$ cat config.mk
export PLATFORM = sky130hd
export DESIGN_NAME = osc_warmup_timer
export DESIGN_NICKNAME = d
export VERILOG_FILES = /design/src/rtl/wu_pkg.sv /design/src/rtl/wu_stage.sv /design/src/rtl/wu_counter.sv /design/src/rtl/wu_clk_sel.sv /design/src/rtl/osc_warmup_timer.sv
export SDC_FILE = /design/constraint.sdc
export NUM_CORES = 1
export LEC_CHECK = 0
export ABC_AREA = 0
export BUFFER_PORTS_ARGS = -buffer_cell sky130_fd_sc_hd__buf_2
export CORE_ASPECT_RATIO = 0.75
export CORE_UTILIZATION = 48
export CTS_CLUSTER_SIZE = 12
export DETAILED_ROUTE_END_ITERATION = 10
export PLACE_DENSITY = 0.85
export RECOVER_POWER = 25
export SYNTH_ARGS = -nofsm -noshare
export SYNTH_HDL_FRONTEND = slang
export SYNTH_HIERARCHICAL = 1
export SYNTH_SLANG_ARGS = --single-unit
$ cat constraint.sdc
create_clock -name clk -period 1.1 [get_ports clk]
set_input_delay 0.11 -clock clk [delete_from_list [all_inputs] [get_ports clk]]
set_output_delay 0.11 -clock clk [all_outputs]
set_load 0.005 [all_outputs]
$ cat src/rtl/wu_pkg.sv
package wu_pkg;
  typedef struct packed {
    logic lf_on;
    logic hf_on;
    logic sel_lf;
  } clk_state_t;

  localparam clk_state_t CLK_RESET = '{lf_on: 1'b0, hf_on: 1'b1, sel_lf: 1'b0};
endpackage

$ cat src/rtl/wu_stage.sv
module wu_stage #(
  parameter int W = 8
) (
  input  logic         clk,
  input  logic         rst_n,
  input  logic         inc,
  input  logic         clr,
  output logic [W-1:0] val,
  output logic         all_ones
);
  logic [W-1:0] q, q_nx;

  always_comb begin
    q_nx = q;
    if (clr)      q_nx = '0;
    else if (inc) q_nx = q + 1'b1;
  end

  always_ff @(posedge clk or negedge rst_n) begin
    if (!rst_n) q <= '0;
    else        q <= q_nx;
  end

  assign val      = q;
  assign all_ones = &q;
endmodule

$ cat src/rtl/wu_counter.sv
module wu_counter #(
  parameter int SW = 8,
  parameter int NS = 2,
  localparam int CW = SW * NS
) (
  input  logic          clk,
  input  logic          rst_n,
  input  logic          step,
  input  logic          stop,
  input  logic [SW-1:0] tgt_m1,
  output logic [CW-1:0] count,
  output logic          match
);
  logic [NS-1:0] inc_v;
  logic [NS-1:0] ones_v;
  logic          clr_all;

  assign clr_all = stop | match;

  genvar g;
  generate
    for (g = 0; g < NS; g++) begin : g_stage
      if (g == 0) begin : g_first
        assign inc_v[g] = step;
      end else begin : g_next
        assign inc_v[g] = inc_v[g-1] & ones_v[g-1];
      end
      wu_stage #(.W(SW)) u_stage (
        .clk      (clk),
        .rst_n    (rst_n),
        .inc      (inc_v[g]),
        .clr      (clr_all),
        .val      (count[g*SW +: SW]),
        .all_ones (ones_v[g])
      );
    end
  endgenerate

  // Top stage is about to roll past tgt-1 with every lower stage full.
  assign match = inc_v[NS-1] & (count[CW-1 -: SW] == tgt_m1);
endmodule

$ cat src/rtl/wu_clk_sel.sv
module wu_clk_sel
  import wu_pkg::*;
(
  input  logic clk,
  input  logic rst_n,
  input  logic lf_en_req,
  input  logic ack_done,
  input  logic hf_off_req,
  output clk_state_t st
);
  clk_state_t st_q, st_nx;

  always_comb begin
    st_nx = st_q;
    if (lf_en_req) st_nx.lf_on = 1'b1;
    if (ack_done && st_q.lf_on) st_nx.sel_lf = 1'b1;
    if (hf_off_req && st_q.sel_lf) st_nx.hf_on = 1'b0;
  end

  always_ff @(posedge clk or negedge rst_n) begin
    if (!rst_n) st_q <= CLK_RESET;
    else        st_q <= st_nx;
  end

  assign st = st_q;
endmodule

$ cat src/rtl/osc_warmup_timer.sv
module osc_warmup_timer
  import wu_pkg::*;
#(
  parameter int STAGE_W  = 8,
  parameter int N_STAGES = 2,
  localparam int CW = STAGE_W * N_STAGES
) (
  input  logic          clk,
  input  logic          rst_n,
  input  logic          cmp_wr,
  input  logic [CW-1:0] cmp_wdata,
  input  logic          start,
  input  logic          src_tick,
  input  logic          irq_ack,
  input  logic          lf_en_req,
  input  logic          hf_off_req,
  output logic          irq,
  output logic          irq_pending,
  output logic [CW-1:0] warm_count,
  output logic          lf_osc_on,
  output logic          hf_osc_on,
  output logic          sys_sel_lf
);
  logic [1:0] rst_sync;
  logic       rst_sync_n;

  always_ff @(posedge clk or negedge rst_n) begin
    if (!rst_n) rst_sync <= 2'b00;
    else        rst_sync <= {rst_sync[0], 1'b1};
  end
  assign rst_sync_n = rst_sync[1];

  logic [CW-1:0]      cmp_q, cmp_nx;
  logic [STAGE_W-1:0] tgt_q, tgt_nx;
  logic               run_q;
  logic               irq_q, pend_q, pend_nx;
  logic               match;
  logic               step;
  clk_state_t         cs;

  assign step = start & run_q & src_tick;

  always_comb begin
    cmp_nx = cmp_q;
    if (cmp_wr) cmp_nx = cmp_wdata;
    tgt_nx = tgt_q;
    if (!run_q) tgt_nx = cmp_q[CW-1 -: STAGE_W];
    pend_nx = pend_q;
    if (match)        pend_nx = 1'b1;
    else if (irq_ack) pend_nx = 1'b0;
  end

  always_ff @(posedge clk or negedge rst_sync_n) begin
    if (!rst_sync_n) begin
      cmp_q  <= '0;
      tgt_q  <= '0;
      run_q  <= 1'b0;
      irq_q  <= 1'b0;
      pend_q <= 1'b0;
    end else begin
      cmp_q  <= cmp_nx;
      tgt_q  <= tgt_nx;
      run_q  <= start;
      irq_q  <= match;
      pend_q <= pend_nx;
    end
  end

  wu_counter #(.SW(STAGE_W), .NS(N_STAGES)) u_cnt (
    .clk    (clk),
    .rst_n  (rst_sync_n),
    .step   (step),
    .stop   (~start),
    .tgt_m1 (tgt_q - 1'b1),
    .count  (warm_count),
    .match  (match)
  );

  wu_clk_sel u_csel (
    .clk        (clk),
    .rst_n      (rst_sync_n),
    .lf_en_req  (lf_en_req),
    .ack_done   (irq_ack & pend_q),
    .hf_off_req (hf_off_req),
    .st         (cs)
  );

  assign irq         = irq_q;
  assign irq_pending = pend_q;
  assign lf_osc_on   = cs.lf_on;
  assign hf_osc_on   = cs.hf_on;
  assign sys_sel_lf  = cs.sel_lf;
endmodule

==> out/qor.csv, run 1 <==
metric,value,unit
number of global-route vias before repair,1452,
routed length per instance,14.6,um
Core ar.,0.00371,mm2
"commonest cells after routing, fill and taps aside","38 x dfrtp_1, 30 x buf_4, 29 x buf_2, 16 x buf_6, 13 x mux2_2",
CTS tree,done,
Final GP Congestion,0.785,
H-tree levels,2,
status,"complete, but fails checks",
WP data required,1.28,ns
DR vias,1469,
first-pass GRT wire length,6460,um
Lkg Pwr,1.33,nW
syn nets,187,
Non-Filler Instances,295,
Clock transition at path regs,0.08,ns
largest net degree at the start of global routing,31,
final core occ,0.743,
Setup TNS,-17.46,ns
CP Launch Type,flop,
# rows,19,
Die Ht,56.4,um
fin nets,269,
Syn Std Cell Area,0.00190,mm2
global route total overflow,0,
power per cell area,1390,mW/mm2
"Max stage delay cell, worst path",dfrtp_1,
1st-iter DRT viols,72,
antenna-violating nets left,0,
drt drc,0,
WL final,4320,um
logic gate share of total power,0.143,
layout cells sized above 1,0.498,
maximum vdd drop,1.10,mV
Final Worst Setup Slack,-1.00,ns
endpoint type of the worst setup path,flop,
cell internal pwr,2.99,mW
Area Overhead vs Synth,45.3,%
Tcrit/Tclk final,1.91,
Clock Tree Buf Depth,2,
cells on worst reg2reg path,9,
switch share,0.218,
Slowest Stage Delay on Critical Path,0.41,ns
Port Buffers,36,
Synth Warn #,6,
Die W,74.6,um
Flop pwr share,0.427,
final hold slack,0.0257,ns
Max-cap violations,0,
antenna violations before repair,0,
Total GRT Usage,0.208,
Hold Crit Depth,2,
f_max,475,MHz
Clock Skew,0.00816,ns
# diodes,0,
power share of the clock group,0.429,
final count of pins violating max slew,0,
dpl cells,278,
total CTS buffers,5,
crit path DAT,2.28,ns
Final Hold Vio Count,0,
crit path kind,reg2reg,
"most common cell after layout, fill and taps aside",dfrtp_1,
Final Setup Violations,19,
worst path cell trace,"buf_6, nor3_4, nand2_2, xnor2_2, xnor2_1, nand4_1, o31ai_2, buf_4, a21oi_2",
CTS root buf,clkbuf_8,
Clock Latency Late Sink,0.30,ns
failing checks,setup timing,
iteration count of the initial detailed-routing pass,4,
Mapped Cells,160,
Switch Pwr,0.832,mW
worst-path fanout max,8,
Avg Synthesized Cell Area,11.8,um2
die area,0.00421,mm2
initial core utilization,0.511,
RSZ-0062 raised after global routing,true,
Worst Hold Class,in2reg,
io pins,45,
clk sinks,40,
min Tclk post-route,2.10,ns
vias per cell,4.98,
DP HPWL,2870,um
==> metal layers <==
metal	wire, um	up-vias	share of wire	GRT usage
li1	-	708	-	-
met1	1770	702	0.41	0.263
met2	2210	45	0.51	0.347
met3	222	14	0.051	0.0664
met4	112	0	0.026	0.0485
met5	0	-	0	0
==> power by group through the flow <==
stage	Combinational (mW)	Sequential, mW	Clock, mW
global placement	0.437	1.66	0
detailed placement	0.455	1.67	0
global route	0.592	1.64	1.73
floorplan	0.283	1.67	0
finish	0.547	1.63	1.64
CTS	0.489	1.63	1.66
==> per-stage QoR <==
step	cell area [um2]	setup slack (ns)	power (mW)
after global placement	2400	-0.796	2.10
after floorplan	1910	-0.683	1.95
after CTS	2640	-0.883	3.78
final	2760	-1.00	3.82
after global routing	2760	-1.11	3.96
after detailed placement	2400	-0.875	2.12
==> path summary, 6_finish.rpt <==
| kind | from | endpoint | slack, ns |
|---|---|---|---|
| setup / recovery | tgt_q[0] | u_cnt/g_stage[1].u_stage/val[7] | -1.00 |
| hold / removal | cmp_wdata[14] | cmp_q[14] | 0.03 |
| setup reg to reg | tgt_q[0] | u_cnt/g_stage[1].u_stage/val[7] | -1.00 |
| hold reg to reg | rst_sync[1] | tgt_q[7] | 0.12 |
| max in group asynchronous | rst_sync[1] | u_csel/st[1] | 0.49 |
| min in group asynchronous | rst_sync[1] | tgt_q[7] | 0.12 |
==> area by class of cell <==
| class | count | area, um2 |
|---|---|---|
| fillers | 257 | 953 |
| clock buffers | 5 | 68.8 |
| inverters | 6 | 22.5 |
| repair buffers | 81 | 612 |
| flip-flops and latches | 40 | 1000 |
| multi-input cells | 108 | 893 |
| clock inverters | 3 | 90.1 |
| well taps | 52 | 65.1 |
==> state kept, by name, indices dropped and copies added, names as in the netlist <==
register / count
cmp_q: 8
irq: 1
irq_pending: 1
rst_sync: 2
run_q: 1
tgt_q: 8
u_cnt/g_stage.u_stage/val: 16
u_csel/st: 3
==> worst max-delay path: cells and delay by family (launching register included) <==
| family | cells | cell delay (ns) |
|---|---|---|
| flip-flops | 1 | 0.41 |
| AO/OA/AOI/OAI | 2 | 0.37 |
| buffers and inverters | 2 | 0.38 |
| XOR/XNOR | 2 | 0.32 |
| AND/OR/NAND/NOR | 3 | 0.52 |
==> timing repair <==
item,CTS,global route
cloned,0,0
setup buffers,2,9
endpoints found under the hold margin,4,0
hold buffers,3,0
resized for setup,9,20
endpoints found under the setup margin,23,27
pin swaps,6,4
Note: power is estimated with default switching activity, not from simulation.
==> inputs of run 2 (changes only) <==
Settings changed: CORE_UTILIZATION 48 to 47, PLACE_DENSITY 0.85 to 0.84, SYNTH_HIERARCHICAL 1 to unset.
==> run 2 against run 1 <==
The flow still finishes with violations (setup timing); critical path depth did not move; register-to-register slack got worse by 0.07 ns; first-iteration DRC count fell by 5.6%; total power fell by 12%; critical endpoint is now u_cnt.g_stage[1].u_stage.val[1]; largest power group is now sequential cells.
==> out/qor.csv, run 2 <==
metric,value,unit,change
initial core utilization,0.502,,-0.00913
Final GP Congestion,0.777,,-1.0%
"commonest cells after routing, fill and taps aside","39 x dfrtp_1, 31 x buf_4, 28 x buf_2, 21 x buf_6, 16 x mux2_2",,
maximum vdd drop,1.04,mV,-5.7%
CP Launch Type,flop,,
Core ar.,0.00376,mm2,+1.3%
Finished Cell Area,0.00274,mm2,-0.64%
Synth cell types,37,,
antenna-violating nets left,0,,unchanged
"Seq/Total Area, Yosys",0.532,,
WP data required,1.29,ns,about the same
reg2reg start,tgt_q[0],,
Avg Synthesized Cell Area,11.4,um2,-3.5%
met2 WL,2270,um,+2.5%
total chip power,3.36,mW,-12%
die area,0.00427,mm2,+1.5%
first-pass GRT wire length,6850,um,+6.1%
Max-cap violations,0,,unchanged
Synth Warn #,0,,-6
pre-CTS setup slack,-1.03,ns,-0.157 ns
layout cells sized above 1,0.467,,-0.0313
vias per cell,5.32,,+6.8%
Most used DFF post-synth,dfrtp_1,,
crit path DAT,2.36,ns,+0.08 ns
Clock Latency Late Sink,0.30,ns,about the same
min Tclk post-route,2.18,ns,+0.0719 ns
# diodes,0,,unchanged
Hold Crit Depth,2,,unchanged
worst-path fanout max,5,,-3
Tcrit/Tclk final,1.98,,+0.0654
Final Hold Vio Count,0,,unchanged
Syn Std Cell Area,0.00189,mm2,-0.53%
# rows,19,,unchanged
flop-to-flop setup slack,-1.08,ns,-0.07 ns
largest net degree at the start of global routing,34,,+9.7%
Yosys top cell area share,0.518,,
cells on worst reg2reg path,9,,unchanged
power per cell area,1230,mW/mm2,-12%
iteration count of the initial detailed-routing pass,4,,unchanged
io pins,45,,unchanged
fin nets,281,,+4.5%
total CTS buffers,5,,unchanged
f_max,460,MHz,-3.3%
crit path kind,reg2reg,,
Post-synth EDFFs,0,,
Clock Skew,0.00772,ns,-0.000440 ns
"most common cell after layout, fill and taps aside",dfrtp_1,,
FF-to-FF End,u_cnt.g_stage[1].u_stage.val[1],,
WL final,4570,um,+5.9%
CTS root buf,clkbuf_8,,
Total GRT Usage,0.223,,+0.0146
most frequent cell after synthesis,dfrtp_1,,
RSZ-0062 raised after global routing,true,,
Die W,75.1,um,+0.76%
global route total overflow,0,,unchanged
Clock transition at path regs,0.07,ns,about the same
Synth area leader,dfrtp_1,,
clk sinks,40,,unchanged
H-tree levels,2,,unchanged
drt drc,0,,unchanged
Top Layer Used,met4,,
Mapped Cells,165,,+3.1%
Fillers,282,,+9.7%
ranking of synthesized cells by area,"dfrtp_1 52%, mux2_2 9.6%, xnor2_1 4.6%",,
Final Setup Violations,19,,unchanged
Port Buffers,36,,unchanged
CTS tree,done,,
"Endpoint, Worst Hold",u_csel.st[2],,
antenna violations before repair,0,,unchanged
HP Start,lf_en_req,,
final count of pins violating max slew,0,,unchanged
Clock Tree Buf Depth,2,,unchanged
Die Ht,56.9,um,+0.77%
Worst Hold Class,in2reg,,
DP HPWL,3130,um,+9.0%
DR vias,1633,,+11%
failing checks,setup timing,,
endpoint type of the worst setup path,flop,,
routed wl met3,255,um,+15%
"flops & latches, synth",40,,
final core occ,0.729,,-0.0141
Lkg Pwr,1.26,nW,-5.0%
area post-placement,0.00247,mm2,+2.5%
max FFs per register,16,,unchanged
1st-iter DRT viols,68,,-5.6%
wire length on met1,1950,um,+10%
Area Overhead vs Synth,45.2,%,
syn nets,192,,+2.7%
number of global-route vias before repair,1539,,+6.0%
Post-synth ARST share,1.00,,
Final Worst Setup Slack,-1.08,ns,-0.0719 ns
top post-synthesis cells by count,"39 x dfrtp_1, 16 x mux2_2, 15 x nor2_1",,
status,"complete, but fails checks",,
routed length per instance,14.9,um,+1.7%
==> run 2: stage by stage <==
| step | TNS [ns] | hold WS, ns | cells |
|---|---|---|---|
| 3_3_place_gp | -14.13 | -0.104 | 292 |
| 2_1_floorplan | -14.35 | -0.186 | 165 |
| 6_report | -16.19 | 0.00532 | 307 |
| 4_1_cts | -15.24 | 0.00259 | 304 |
| 5_1_grt | -17.84 | 0.0103 | 307 |
| 3_5_place_dp | -15.04 | -0.103 | 292 |
==> run 2: power breakdown <==
part / internal, mW / switching [mW] / total [mW] / leakage (nW)
logic: 0.287 / 0.238 / 0.525 / 0.704
registers: 1.56 / 0.0733 / 1.63 / 0.505
clock network: 0.671 / 0.529 / 1.20 / 0.0541
total: 2.52 / 0.840 / 3.36 / 1.26
==> run 2: layout make-up <==
| type | instances | area [um2] | area share |
|---|---|---|---|
| clock buffer | 5 | 68.8 | 0.0251 |
| multi-input combinational | 117 | 896 | 0.327 |
| timing repair buffer | 84 | 641 | 0.234 |
| sequential | 40 | 1000 | 0.366 |
| clock inverter | 3 | 42.5 | 0.0155 |
| inverter | 6 | 22.5 | 0.00823 |
| tap | 52 | 65.1 | 0.0238 |
==> run 2: routing by layer <==
layer	track usage	up-vias
met2	0.363	57
met4	0.101	0
met5	0	-
met1	0.277	797
li1	-	765
met3	0.0575	14
==> run 2: how the worst max path moves through the flow <==
stage             start                         endpoint  cells after the start
3_3_place_gp   tgt_q[0]  u_cnt.g_stage[1].u_stage.val[3]                      8
2_1_floorplan  tgt_q[0]  u_cnt.g_stage[0].u_stage.val[0]                      8
3_5_place_dp   tgt_q[0]  u_cnt.g_stage[0].u_stage.val[5]                      8
6_report       tgt_q[0]  u_cnt.g_stage[1].u_stage.val[1]                      9
5_1_grt        tgt_q[0]  u_cnt.g_stage[1].u_stage.val[1]                      9
4_1_cts        tgt_q[0]  u_cnt.g_stage[1].u_stage.val[1]                      9
==> run 2: repair_timing <==
action,in CTS,in global routing
pin swaps,3,7
gates resized for setup,6,21
setup buffers,1,6
endpoints found under the hold margin,3,0
cloned,1,0
hold buffers,2,0
endpoints found under the setup margin,21,37
==> run 2: cells by family (layout without fill, tap and decap cells) <==
| logic type | after synthesis | in the layout | synth area share |
|---|---|---|---|
| xor+xnor | 19 | 19 | 0.0883 |
| compound gates | 19 | 20 | 0.0836 |
| mux | 16 | 16 | 0.0956 |
| fa+ha+maj | 3 | 3 | 0.0199 |
| flops | 40 | 40 | 0.532 |
| buf+inv | 9 | 98 | 0.0179 |
| other cells | 1 | 1 | 0.00199 |
| simple gates | 58 | 58 | 0.161 |
==> run 2: critical path: stages (launching register included) <==
cell and delay (ns):
dfrtp_1 0.40, inv_1 0.07, ha_2 0.17, or3b_4 0.39
nor4_2 0.14, o2111ai_1 0.14, a311o_2 0.44, buf_4 0.18
nand3_1 0.09, a21boi_2 0.06
